<file path="config.mk">
export PLATFORM = sky130hd
export DESIGN_NAME = xfer_fifo_bank
export DESIGN_NICKNAME = d
export VERILOG_FILES = /design/src/rtl/xfer_fifo_pkg.sv /design/src/rtl/xfer_fifo_decode.sv /design/src/rtl/xfer_fifo_store.sv /design/src/rtl/xfer_fifo_bank.sv
export SDC_FILE = /design/constraint.sdc
export NUM_CORES = 1
export LEC_CHECK = 0
export BUFFER_PORTS_ARGS = -buffer_cell sky130_fd_sc_hd__clkbuf_2
export CORE_UTILIZATION = 33
export DETAILED_ROUTE_END_ITERATION = 7
export GPL_TIMING_DRIVEN = 0
export PLACE_DENSITY = 0.5
export SYNTH_ARGS = -nofsm -noshare
export SYNTH_HDL_FRONTEND = slang
export SYNTH_SLANG_ARGS = --single-unit
</file>
<file path="constraint.sdc">
create_clock -name clk -period 9.5 [get_ports clk]
set_input_delay 0.475 -clock clk [delete_from_list [all_inputs] [get_ports clk]]
set_output_delay 0.475 -clock clk [all_outputs]
set_load 0.03 [all_outputs]
</file>
<file path="src/rtl/xfer_fifo_pkg.sv">
package xfer_fifo_pkg;

    localparam int RAW = 5;   // register offset width
    localparam int FW  = 5;   // threshold / count field width

    localparam logic [RAW-1:0] OFS_DATA = 5'h00;
    localparam logic [RAW-1:0] OFS_MODE = 5'h1D;
    localparam logic [RAW-1:0] OFS_CTS  = 5'h10;
    localparam logic [RAW-1:0] OFS_TXC  = 5'h12;
    localparam logic [RAW-1:0] OFS_TXS  = 5'h1A;
    localparam logic [RAW-1:0] OFS_RXS  = 5'h1C;
    localparam logic [RAW-1:0] OFS_RXC  = 5'h1E;

    typedef struct packed {
        logic data;
        logic mode;
        logic cts;
        logic txc;
        logic txs;
        logic rxs;
        logic rxc;
    } reg_sel_t;

    typedef struct packed {
        logic          fifo_en;
        logic          cts_ie;
        logic          evt;
        logic          tx_ie;
        logic [FW-1:0] tx_thr;
        logic          tx_thst;
        logic          rx_ie;
        logic          rx_last;
        logic [FW-1:0] rx_thr;
        logic          rx_thst;
    } ctl_state_t;

endpackage

</file>
<file path="src/rtl/xfer_fifo_decode.sv">
module xfer_fifo_decode
    import xfer_fifo_pkg::*;
(
    input  logic           bank_sel_i,
    input  logic [RAW-1:0] addr_i,
    output reg_sel_t       sel_o
);

    always_comb begin
        sel_o      = '0;
        sel_o.data = (addr_i == OFS_DATA);
        if (!bank_sel_i) begin
            sel_o.mode = (addr_i == OFS_MODE);
        end else begin
            sel_o.cts = (addr_i == OFS_CTS);
            sel_o.txc = (addr_i == OFS_TXC);
            sel_o.txs = (addr_i == OFS_TXS);
            sel_o.rxs = (addr_i == OFS_RXS);
            sel_o.rxc = (addr_i == OFS_RXC);
        end
    end

endmodule

</file>
<file path="src/rtl/xfer_fifo_store.sv">
module xfer_fifo_store #(
    parameter int DEPTH = 16,
    parameter int DW    = 8,
    localparam int AW   = $clog2(DEPTH),
    localparam int CW   = $clog2(DEPTH + 1)
) (
    input  logic          clk,
    input  logic          rst_n,
    input  logic          clr_i,
    input  logic          push_i,
    input  logic          pop_i,
    input  logic [DW-1:0] wdata_i,
    output logic [DW-1:0] head_o,
    output logic [CW-1:0] cnt_o,
    output logic [CW-1:0] cnt_nx_o,
    output logic          push_ok_o,
    output logic          pop_ok_o
);

    typedef struct packed {
        logic [DEPTH-1:0][DW-1:0] mem;
        logic [AW-1:0]            wp;
        logic [AW-1:0]            rp;
        logic [CW-1:0]            cnt;
    } store_t;

    store_t st_d, st_q;

    function automatic logic [AW-1:0] step(input logic [AW-1:0] p);
        return (p == AW'(DEPTH - 1)) ? '0 : p + 1'b1;
    endfunction

    assign push_ok_o = push_i && (st_q.cnt != CW'(DEPTH));
    assign pop_ok_o  = pop_i && (st_q.cnt != '0);

    always_comb begin
        st_d = st_q;
        if (clr_i) begin
            st_d.wp  = '0;
            st_d.rp  = '0;
            st_d.cnt = '0;
        end else begin
            if (push_ok_o) begin
                st_d.mem[st_q.wp] = wdata_i;
                st_d.wp           = step(st_q.wp);
            end
            if (pop_ok_o) begin
                st_d.rp = step(st_q.rp);
            end
            case ({push_ok_o, pop_ok_o})
                2'b10:   st_d.cnt = st_q.cnt + 1'b1;
                2'b01:   st_d.cnt = st_q.cnt - 1'b1;
                default: st_d.cnt = st_q.cnt;
            endcase
        end
    end

    always_ff @(posedge clk or negedge rst_n) begin
        if (!rst_n) st_q <= '0;
        else        st_q <= st_d;
    end

    assign head_o   = st_q.mem[st_q.rp];
    assign cnt_o    = st_q.cnt;
    assign cnt_nx_o = st_d.cnt;

endmodule

</file>
<file path="src/rtl/xfer_fifo_bank.sv">
module xfer_fifo_bank
    import xfer_fifo_pkg::*;
#(
    parameter int DEPTH = 16,
    localparam int CW   = $clog2(DEPTH + 1),
    localparam int XW   = ((CW > FW) ? CW : FW) + 1
) (
    input  logic           clk,
    input  logic           rst_n,
    input  logic           bank_sel_i,
    input  logic [RAW-1:0] reg_addr_i,
    input  logic           reg_wr_i,
    input  logic           reg_rd_i,
    input  logic [7:0]     reg_wdata_i,
    output logic [7:0]     reg_rdata_o,
    input  logic           xmit_i,
    input  logic           base_ready_i,
    input  logic           tx_pop_i,
    output logic [7:0]     tx_data_o,
    input  logic           rx_push_i,
    input  logic [7:0]     rx_data_i,
    output logic           data_ready_o,
    output logic           rx_last_o,
    output logic           irq_o
);

    ctl_state_t st_d, st_q;
    reg_sel_t   sel;

    logic          fifo_en_w, rx_ie_w, tx_thst_w, clr_w;
    logic [FW-1:0] tx_thr_w;
    logic          tx_push_w, tx_pop_w, rx_push_w, rx_pop_w;
    logic          tx_push_ok, tx_pop_ok_w, rx_push_ok, rx_pop_ok;
    logic [CW-1:0] tx_cnt_w, rx_cnt_w, tx_cnt_nx, rx_cnt_nx;
    logic [7:0]    rx_head;
    logic [XW-1:0] tx_nx_x, rx_nx_x, tx_thr_x, rx_thr_x;

    xfer_fifo_decode u_dec (
        .bank_sel_i (bank_sel_i),
        .addr_i     (reg_addr_i),
        .sel_o      (sel)
    );

    assign fifo_en_w = st_q.fifo_en;
    assign rx_ie_w   = st_q.rx_ie;
    assign tx_thr_w  = st_q.tx_thr;
    assign tx_thst_w = st_q.tx_thst;
    assign clr_w     = reg_wr_i && sel.cts && reg_wdata_i[6];
    assign tx_push_w = fifo_en_w && reg_wr_i && sel.data;
    assign tx_pop_w  = fifo_en_w && tx_pop_i;
    assign rx_push_w = fifo_en_w && rx_push_i;
    assign rx_pop_w  = fifo_en_w && reg_rd_i && sel.data;

    xfer_fifo_store #(.DEPTH(DEPTH), .DW(8)) u_tx (
        .clk       (clk),
        .rst_n     (rst_n),
        .clr_i     (clr_w),
        .push_i    (tx_push_w),
        .pop_i     (tx_pop_w),
        .wdata_i   (reg_wdata_i),
        .head_o    (tx_data_o),
        .cnt_o     (tx_cnt_w),
        .cnt_nx_o  (tx_cnt_nx),
        .push_ok_o (tx_push_ok),
        .pop_ok_o  (tx_pop_ok_w)
    );

    xfer_fifo_store #(.DEPTH(DEPTH), .DW(8)) u_rx (
        .clk       (clk),
        .rst_n     (rst_n),
        .clr_i     (clr_w),
        .push_i    (rx_push_w),
        .pop_i     (rx_pop_w),
        .wdata_i   (rx_data_i),
        .head_o    (rx_head),
        .cnt_o     (rx_cnt_w),
        .cnt_nx_o  (rx_cnt_nx),
        .push_ok_o (rx_push_ok),
        .pop_ok_o  (rx_pop_ok)
    );

    assign tx_nx_x  = XW'(tx_cnt_nx);
    assign rx_nx_x  = XW'(rx_cnt_nx);
    assign tx_thr_x = XW'(st_q.tx_thr);
    assign rx_thr_x = XW'(st_q.rx_thr);

    always_comb begin
        st_d = st_q;
        if (reg_wr_i) begin
            if (sel.mode) st_d.fifo_en = reg_wdata_i[4];
            if (sel.cts)  st_d.cts_ie  = reg_wdata_i[3];
            if (sel.txc) begin
                st_d.tx_ie  = reg_wdata_i[6];
                st_d.tx_thr = reg_wdata_i[FW-1:0];
            end
            if (sel.rxc) begin
                st_d.rx_ie   = reg_wdata_i[6];
                st_d.rx_last = reg_wdata_i[5];
                st_d.rx_thr  = reg_wdata_i[FW-1:0];
            end
        end

        if (clr_w)                                      st_d.tx_thst = 1'b0;
        else if (tx_pop_ok_w && (tx_nx_x <= tx_thr_x))  st_d.tx_thst = 1'b1;
        else if (tx_nx_x > tx_thr_x)                    st_d.tx_thst = 1'b0;
        else if (reg_wr_i && sel.txs && reg_wdata_i[6]) st_d.tx_thst = 1'b0;

        if (clr_w)                                      st_d.rx_thst = 1'b0;
        else if (rx_push_ok && (rx_nx_x >= rx_thr_x))   st_d.rx_thst = 1'b1;
        else if (rx_nx_x < rx_thr_x)                    st_d.rx_thst = 1'b0;
        else if (reg_wr_i && sel.rxs && reg_wdata_i[6]) st_d.rx_thst = 1'b0;

        if (clr_w)                                      st_d.evt = 1'b0;
        else if (tx_pop_ok_w && (tx_cnt_nx == '0))      st_d.evt = 1'b1;
        else if (rx_push_ok && (rx_cnt_nx == CW'(DEPTH))) st_d.evt = 1'b1;
        else if (reg_wr_i && sel.cts && reg_wdata_i[1]) st_d.evt = 1'b0;
    end

    always_ff @(posedge clk or negedge rst_n) begin
        if (!rst_n) st_q <= '0;
        else        st_q <= st_d;
    end

    always_comb begin
        reg_rdata_o = 8'h00;
        if (sel.data)      reg_rdata_o = fifo_en_w ? rx_head : 8'h00;
        else if (sel.mode) reg_rdata_o = {3'b000, st_q.fifo_en, 4'h0};
        else if (sel.cts)  reg_rdata_o = {4'h0, st_q.cts_ie, 1'b0, st_q.evt, 1'b0};
        else if (sel.txc)  reg_rdata_o = {1'b0, st_q.tx_ie, 1'b0, st_q.tx_thr};
        else if (sel.txs)  reg_rdata_o = {1'b0, st_q.tx_thst, 1'b0, FW'(tx_cnt_w)};
        else if (sel.rxs)  reg_rdata_o = {1'b0, st_q.rx_thst, 1'b0, FW'(rx_cnt_w)};
        else if (sel.rxc)  reg_rdata_o = {1'b0, st_q.rx_ie, st_q.rx_last, st_q.rx_thr};
    end

    always_comb begin
        if (!fifo_en_w)                             data_ready_o = base_ready_i;
        else if (xmit_i)                            data_ready_o = (tx_cnt_w != CW'(DEPTH));
        else if (rx_ie_w && (rx_cnt_w != CW'(DEPTH))) data_ready_o = 1'b0;
        else                                        data_ready_o = (rx_cnt_w != '0);
    end

    assign rx_last_o = st_q.rx_last && ((XW'(rx_cnt_w) + 1'b1) >= rx_thr_x);
    assign irq_o     = fifo_en_w && ((st_q.tx_ie && st_q.tx_thst) ||
                                     (st_q.rx_ie && st_q.rx_thst) ||
                                     (st_q.cts_ie && st_q.evt));

endmodule

</file>
==> impl_metrics.csv, run 1 <==
group,metric,value,unit
cts,ctsHoldBuffers,0,
grt,grt_pass1_vias,9583,
logic_synthesis,muxShareOfSynthArea,0.333,
sta,setup_viol,0,
job,maxCapViolations,0,
logic_synthesis,synth_most_common_cell,"dfrtp_1",
grt,grt-ovfl-total,0,
pwr,p_leak,8.08,nW
place,dp.cells,1669,
grt,grt_busiest_layer,"met2",
sta,fmax,0.210,GHz
sta,hold_violations,0,
logic_synthesis,async_flop_share,1.00,
grt,grt_pass1_wl,58400,µm
logic_synthesis,ys_top_cells_by_count,"dfrtp_1, mux2_2, mux4_2",
grt,grt_max_degree,106,
logic_synthesis,synth_top_family_by_area,"multiplexers",
outcome,status,"finished, final reports clean",
die,rows,77,
logic_synthesis,netlist_top_cells_area,"dfrtp_1, mux2_2, mux4_2, ha_1, clkbuf_1",
logic_synthesis,yosysWarnings,0,
place,dp_hpwl,24800,µm
sta,period_share,0.501,
sta,post-route-min-period,4760,ps
critical_path,critPathArrivalTime,5200,ps
detailed_routing,routedWlPerCell,21.0,µm
pwr,powerDensity,202,nW/µm²
logic_synthesis,yosysTopAreaCell,"dfrtp_1",
place,port_buffers,45,
detailed_routing,ant_nets,0,
grt,grt.total_usage,0.166,
place,gp_congestion,0.827,
cts,clkTransAtPathRegs,60,ps
detailed_routing,firstDrtPassIters,6,
logic_synthesis,synth_compound_area_frac,0.0363,
finish,area_growth,14.9,%
die,die_x,214,µm
logic_synthesis,synthSimpleGateAreaFrac,0.0654,
logic_synthesis,synth_adder_area_share,0.0269,
cts,cts_resized,0,
grt,use_met3,0.0298,
finish,final_util,0.385,
logic_synthesis,synth-xor-area-share,0.00825,
die,dieArea,45900,µm²
critical_path,end_kind,"register",
min_path,min_path_type,"input port to async pin",
critical_path,crit_fanout,10,
sta,worst-slew-pin-transition,1140,ps
finish,num_antenna_cells,0,
cts,cts_max_level,2,
logic_synthesis,syn-cell-area,14900,µm²
finish,drive_gt1_frac,0.428,
finish,design_area,17100,µm²
detailed_routing,drt_drc_violations_left,0,
detailed_routing,wirelength,36300,µm
grt,antenna_found_initial,1,
logic_synthesis,syn_nets,1092,
cts,post_cts_buffers,0,
cts,clk_root_buffer_cell,"clkbuf_16",
sta,rsz0062_at_grt,"no",
cts,insertion_delay,530,ps
die,start_util,0.335,
sta,drv_slew,0,
finish,nNetsFinal,1177,
logic_synthesis,syn_inst,1030,
sta,slew_headroom,0.235,
logic_synthesis,synth_seq_cells,300,
cts,clock_path_buffers,3,
logic_synthesis,synthFlopType,"dfrtp_1",
cts,numCtsBuffers,36,
pwr,peakVddDrop,0.0924,mV
logic_synthesis,synth_cell_types,61,
logic_synthesis,synth-edff-count,0,
die,die_h,214,µm
cts,cts.sinks,300,
place,placed_cell_area,15900,µm²
detailed_routing,vias_per_cell,5.14,
grt,grt_use_met1,0.231,
sta,skew,10.7,ps
logic_synthesis,synth.top_cell.area_share,0.505,
critical_path,crit_required,9940,ps
finish,finalNonFillerCells,1731,
die,core,44300,µm²
die,io_pins,49,
cts,cts_tree,"built",
detailed_routing,vias,8896,
critical_path,startpoint_type,"register",
grt,met2_usage,0.264,
logic_synthesis,yosysSeqAreaShare,0.505,
sta,setup_tns,0,ps
detailed_routing,dr.first_iter.drc_count,496,
critical_path,criticalPathCategory,"register to register",
logic_synthesis,postSynthAreaPerCell,14.4,µm²
==> cell usage in the layout, fill, tap and decap left out, drive strengths merged, types with 3 or more instances in the layout <==
cell type	Yosys	final
a211oi	3	3
a21o	3	3
a21oi	24	24
a22oi	13	13
a311oi	3	3
a31oi	6	6
and2	5	5
and3	3	3
buf	15	17
bufinv	0	3
clkbuf	46	143
clkinv	0	4
clkinvlp	0	3
dfrtp	300	300
ha	32	32
inv	24	24
mux2	271	271
mux2i	7	7
mux4	80	80
nand2	64	64
nand2b	6	6
nand3	16	16
nand4	4	4
nor2	28	28
nor2b	8	8
nor3	5	5
nor3b	6	6
nor4	3	3
o21ai	10	10
o22ai	3	3
o31ai	3	3
or3	4	4
xnor2	6	6
xor2	8	8
==> metrics by stage <==
step                      power, mW  hold WS [ps]  worst slack, ps
after floorplan                1.89           179             5560
after global placement         2.08           470             1150
after detailed placement       2.10           480             4750
after CTS                      3.51          39.6             4720
after global routing           3.65          64.5             4190
final                          3.45          2.61             4740
==> logic make-up after synthesis <==
family / count (synthesis)
simple gates: 159
xor+xnor: 14
buf+inv: 85
flops: 300
mux: 358
fa+ha+maj: 32
compound gates: 82
==> critical path, cell delays in order (launching register included) <==
cell and delay [ps]:
dfrtp_1 350, clkbuf_1 400, inv_1 120, ha_1 240
a31oi_1 720, inv_1 330, ha_1 290, clkbuf_1 190
xor2_1 210, ha_1 260, a21oi_1 160, mux2i_1 230
xor2_1 220, nor2_1 90, ha_1 310, nand2_1 40
o21ai_0 210, nand2_1 80, a211oi_1 230
==> per-layer routing <==
metal | routed length [µm] | up-vias | share of wire
li1 | - | 4015 | -
met1 | 17100 | 4681 | 0.47
met2 | 17000 | 142 | 0.47
met3 | 1370 | 56 | 0.038
met4 | 880 | 2 | 0.024
met5 | 13 | - | 0.00036
==> power by group <==
part | total, mW | internal, mW | switching [mW]
registers | 1.48 | 1.40 | 0.0839
logic | 0.582 | 0.267 | 0.314
clock network | 1.39 | 0.849 | 0.538
==> final cells by class <==
class	count	area [µm²]
Inverter	24	90.1
Fill cell	4219	27200
Tap cell	592	741
Clock buffer	52	1050
Buffer	61	278
Multi-Input combinational cell	645	6990
Timing Repair Buffer	47	289
Clock inverter	10	136
Sequential cell	300	7510
==> registers in the layout (all words and copies together) (netlist names), 5 cells and up <==
signal and cells:
rx_thr_x 5, tx_thr_w 5, u_tx.cnt_o 5, u_rx.cnt_o 5
u_tx.st_q 136, st_q 5, u_rx.st_q 136
==> worst paths after layout <==
kind | start | end | slack (ps) | cells after the start
min in group clk | rx_data_i[2] | u_rx.st_q[31] | 290 | 2
worst min register to register | u_tx.st_q[78] | u_tx.st_q[78] | 490 | 1
max in group asynchronous | rst_n | u_tx.st_q[136] | 8060 | 3
worst max register to register | u_rx.cnt_o[1] | st_q[0] | 4740 | 18
worst min-delay path | rst_n | u_rx.cnt_o[3] | 3 | 1
worst max-delay path | u_rx.cnt_o[1] | st_q[0] | 4740 | 18
No activity file was read; power rests on OpenSTA's default activity.
==> inputs of run 2 (changes only) <==
==> constraint.sdc (replaced) <==
create_clock -name clk -period 4.4 [get_ports clk]
set_input_delay 0.22 -clock clk [delete_from_list [all_inputs] [get_ports clk]]
set_output_delay 0.22 -clock clk [all_outputs]
set_load 0.03 [all_outputs]
==> impl_metrics.csv, run 2 (same netlist as run 1, synthesis figures left out) <==
group,metric,value,unit
min_path,min_path_type,"input port to register",
detailed_routing,routedWlPerCell,21.0,µm
finish,final_util,0.387,
detailed_routing,vias,8890,
detailed_routing,wl_met3,1440,µm
finish,num_antenna_cells,0,
critical_path,crit_fanout,10,
critical_path,crit_required,4180,ps
critical_path,startpoint_type,"register",
critical_path,criticalPathCategory,"register to output port",
sta,drv_slew,0,
finish,layout_commonest_cell,"dfrtp_1",
finish,area_growth,15.4,%
cts,clkTransAtPathRegs,60,ps
critical_path,worstPathCellList,"clkbuf_1, buf_1, mux4_2, mux4_2, clkbuf_2",
sta,period_share,0.921,
grt,grt.total_usage,0.166,
sta,setup_viol,0,
die,io_pins,49,
detailed_routing,drt_drc_violations_left,0,
pwr,netSwitchingFraction,0.272,
sta,setup_tns,0,ps
pwr,powerDensity,436,nW/µm²
die,die_h,214,µm
grt,grt-ovfl-total,0,
finish,design_area,17100,µm²
detailed_routing,route.met2.wl,17000,µm
detailed_routing,top_layer,"met5",
sta,rsz0062_at_grt,"no",
sta,post-route-min-period,4050,ps
die,dieArea,45900,µm²
cts,clock_path_buffers,3,
detailed_routing,vias_per_cell,5.13,
cts,numCtsBuffers,36,
die,rows,77,
pwr,p_seq_frac,0.429,
pwr,p_int,5.44,mW
place,gp_congestion,0.827,
detailed_routing,wirelength,36400,µm
grt,grt_pass1_vias,9585,
finish,reg_top3,"u_rx.st_q: 136 flops, u_tx.st_q: 136 flops",
sta,hold_violations,0,
finish,mostFrequentLayoutCells,"dfrtp_1, mux2_2, mux4_2",
critical_path,cp_common_cell,"mux4_2",
critical_path,crit_family,"buffers and inverters",
outcome,status,"finished, final reports clean",
detailed_routing,dr.first_iter.drc_count,567,
critical_path,end_kind,"output port",
detailed_routing,firstDrtPassIters,8,
place,dp.cells,1669,
critical_path,crit_buf_inv,3,
sta,worst-slew-pin-transition,1180,ps
pwr,p_total,7.47,mW
place,dp_hpwl,24800,µm
pwr,comb_power_share,0.171,
finish,nNetsFinal,1179,
sta,slew_headroom,0.208,
grt,antenna_found_initial,1,
pwr,clockPowerShare,0.400,
die,start_util,0.335,
grt,grt_pass1_wl,58400,µm
sta,holdWs,36.5,ps
cts,clk_root_buffer_cell,"clkbuf_16",
detailed_routing,met1_length,17100,µm
sta,setup_ws,349,ps
place,placed_cell_area,15900,µm²
die,die_x,214,µm
cts,cts_tree,"built",
job,maxCapViolations,0,
pwr,switching_power,2.03,mW
finish,drive_gt1_frac,0.434,
place,port_buffers,45,
finish,finalNonFillerCells,1733,
cts,insertion_delay,530,ps
cts,cts_max_level,2,
critical_path,slowest_stage,"buf_1",
die,core,44300,µm²
place,dpl_worst_slack,-346,ps
grt,grt_max_degree,106,
critical_path,cpPeakStageDelay,810,ps
detailed_routing,ant_nets,0,
pwr,p_leak,8.10,nW
pwr,peakVddDrop,0.199,mV
cts,cts.sinks,300,
critical_path,critPathArrivalTime,3830,ps
sta,fmax,0.247,GHz
sta,skew,9.33,ps
==> run 2: power by group through the flow <==
stage	clock network, mW	logic (mW)	registers [mW]
final	2.99	1.28	3.20
after CTS	3.10	1.29	3.20
after global routing	3.23	1.43	3.24
after floorplan	0	0.900	3.18
after detailed placement	0	1.28	3.25
after global placement	0	1.25	3.25
==> run 2: final cells by class <==
cell class / instances / area (µm²)
tap: 592 / 741
inverter: 24 / 90.1
buffer: 60 / 275
timing repair buffer: 50 / 314
clock inverter: 10 / 136
multi-input combinational: 645 / 7030
sequential: 300 / 7510
fill: 4212 / 27200
clock buffer: 52 / 1050
==> run 2: worst paths after layout <==
kind | start | to | slack (ps) | cells after the start
setup reg to reg | u_tx.cnt_o[2] | tx_thst_w | 460 | 20
hold reg to reg | u_tx.st_q[78] | u_tx.st_q[78] | 480 | 1
hold / removal | rx_data_i[2] | u_rx.st_q[47] | 40 | 2
max in group asynchronous | rst_n | u_tx.st_q[13] | 2650 | 4
min in group asynchronous | rst_n | u_rx.cnt_o[3] | 310 | 2
setup / recovery | u_tx.st_q[5] | tx_data_o[6] | 350 | 5
==> run 2: layer usage <==
layer / vias up / global-route usage
li1: 4022 / -
met1: 4659 / 0.231
met2: 150 / 0.264
met3: 57 / 0.0298
met4: 2 / 0.0507
met5: - / 0
==> run 2: timing repair <==
| action | CTS | global route |
|---|---|---|
| pin swaps | 0 | 1 |
| gates resized for setup | 2 | 8 |
| hold endpoints to repair | 92 | 0 |
| buffers inserted | 0 | 2 |
| endpoints found under the setup margin | 3 | 3 |
| hold buffers | 1 | 0 |
==> inputs of run 3 (changes only) <==
--- a/config.mk
+++ b/config.mk
@@ -6,10 +6,9 @@
 export NUM_CORES = 1
 export LEC_CHECK = 0
 export BUFFER_PORTS_ARGS = -buffer_cell sky130_fd_sc_hd__clkbuf_2
-export CORE_UTILIZATION = 33
+export CORE_UTILIZATION = 63
 export DETAILED_ROUTE_END_ITERATION = 7
-export GPL_TIMING_DRIVEN = 0
-export PLACE_DENSITY = 0.5
+export PLACE_DENSITY = 0.83
 export SYNTH_ARGS = -nofsm -noshare
 export SYNTH_HDL_FRONTEND = slang
 export SYNTH_SLANG_ARGS = --single-unit
==> impl_metrics.csv, run 3 (same netlist as run 1, synthesis figures left out) <==
group,metric,value,unit
detailed_routing,routedWlPerCell,24.1,µm
cts,post_cts_buffers,0,
place,dp_hpwl,21600,µm
critical_path,startpoint_type,"register",
grt,grt_max_degree,128,
cts,clkTransAtPathRegs,60,ps
finish,multi_input_area,6990,µm²
cts,ctsHoldBuffers,1,
detailed_routing,wirelength,33700,µm
die,dieArea,24200,µm²
finish,fillCellCount,1442,
sta,post-route-min-period,3860,ps
critical_path,critPathArrivalTime,4330,ps
sta,setup_tns,0,ps
die,die_x,156,µm
pwr,peakVddDrop,0.283,mV
cts,numCtsBuffers,31,
finish,area_growth,10.4,%
sta,drv_slew,0,
detailed_routing,ant_nets,0,
die,die_h,156,µm
finish,drive_gt1_frac,0.450,
cts,clk_root_buffer_cell,"clkbuf_16",
cts,cts_tree,"built",
critical_path,crit_required,4880,ps
job,maxCapViolations,0,
finish,nNetsFinal,1124,
grt,grt_pass1_vias,9538,
critical_path,crit_fanout,9,
grt,grt-ovfl-total,0,
grt,grt.total_usage,0.292,
detailed_routing,firstDrtPassIters,5,
pwr,p_leak,7.97,nW
critical_path,end_kind,"register",
detailed_routing,vias_per_cell,6.52,
die,rows,55,
grt,antenna_found_initial,0,
finish,final_util,0.716,
finish,layout_commonest_cell,"dfrtp_1",
die,core,22900,µm²
place,port_buffers,48,
finish,num_antenna_cells,0,
finish,reg_top3,"u_rx.st_q: 136 flops, u_tx.st_q: 136 flops",
outcome,status,"finished, final reports clean",
cts,cts.sinks,300,
cts,insertion_delay,550,ps
sta,skew,5.95,ps
finish,layout.area.seq,7510,µm²
detailed_routing,vias,9110,
sta,slew_headroom,0.291,
detailed_routing,drt_drc_violations_left,0,
sta,fmax,0.259,GHz
pwr,powerDensity,435,nW/µm²
cts,clock_path_buffers,3,
min_path,min_path_type,"input port to register",
detailed_routing,dr.first_iter.drc_count,758,
sta,period_share,0.876,
die,io_pins,49,
sta,worst-slew-pin-transition,1050,ps
sta,hold_violations,0,
die,start_util,0.649,
cts,cts_max_level,1,
finish,mostFrequentLayoutCells,"dfrtp_1, mux2_2, mux4_2",
grt,grt_pass1_wl,53900,µm
place,gp_congestion,0.953,
sta,rsz0062_at_grt,"no",
sta,setup_viol,0,
cts,cts_resized,0,
critical_path,criticalPathCategory,"register to register",
-- run 3: changes by cell type in the layout (fill, tap and decap cells not counted), moves of 3 or more --
cell        previous run  this run
buf_2                  3         0
clkbuf_1              52         6
clkinvlp_4             3         0
clkbuf_16             37        31
buf_4                  5         9
clkinv_2               3         7
buf_1                  5         0
buf_6                  3         0
-- run 3: layout make-up --
| class | count | share of cell area |
|---|---|---|
| Multi-Input combinational cell | 645 | 0.426 |
| Inverter | 24 | 0.00549 |
| Clock buffer | 44 | 0.0545 |
| Timing Repair Buffer | 60 | 0.0224 |
| Tap cell | 313 | 0.0239 |
| Clock inverter | 12 | 0.00999 |
| Sequential cell | 300 | 0.458 |
-- run 3: stage by stage --
step	setup slack, ps	hold slack [ps]	instance area, µm²	instances	power (mW)
CTS	597	59.3	16400	1398	7.16
finish	544	79.5	16400	1398	7.14
detailed placement	435	404	15300	1341	4.45
global route	213	89.0	16400	1398	7.41
floorplan	665	-75.6	14900	1030	4.08
global placement	545	393	15300	1341	4.39
-- run 3: final timing paths --
kind | endpoint | startpoint | cells past startpoint | slack [ps]
worst max-delay path | tx_thst_w | u_tx.cnt_o[2] | 18 | 540
worst min-delay path | fifo_en_w | bank_sel_i | 4 | 80
worst max register to register | tx_thst_w | u_tx.cnt_o[2] | 18 | 540
worst min register to register | u_rx.st_q[129] | u_rx.st_q[129] | 1 | 500
max in group asynchronous | u_tx.st_q[5] | rst_n | 3 | 2950
min in group asynchronous | u_rx.st_q[68] | rst_n | 2 | 370
-- run 3: per-layer routing --
metal | GRT usage | wire length, µm | vias up
li1 | - | - | 3889
met2 | 0.470 | 16200 | 312
met4 | 0.0794 | 879 | 0
met5 | 0 | 0 | -
met1 | 0.418 | 14600 | 4841
met3 | 0.0453 | 1920 | 68
-- run 3: power by group --
group	switching [mW]	internal, mW
combinational	0.604	0.570
clock	1.08	1.64
sequential	0.237	3.02
total	1.92	5.23
-- run 3: worst max-delay path, cell delays in order, from the launching register on --
cell      delay [ps]
dfrtp_1          500
nor4_1           460
nand2_1          130
and3_1           280
inv_1            150
ha_1             340
xor2_1           120
ha_1             220
a21oi_1          150
xor2_1           160
nor2_1            60
xnor2_1          200
nor2_1            90
ha_1             290
o21a_1           120
o21a_1           160
o21ai_0          140
nand2b_1          80
a21oi_1          130
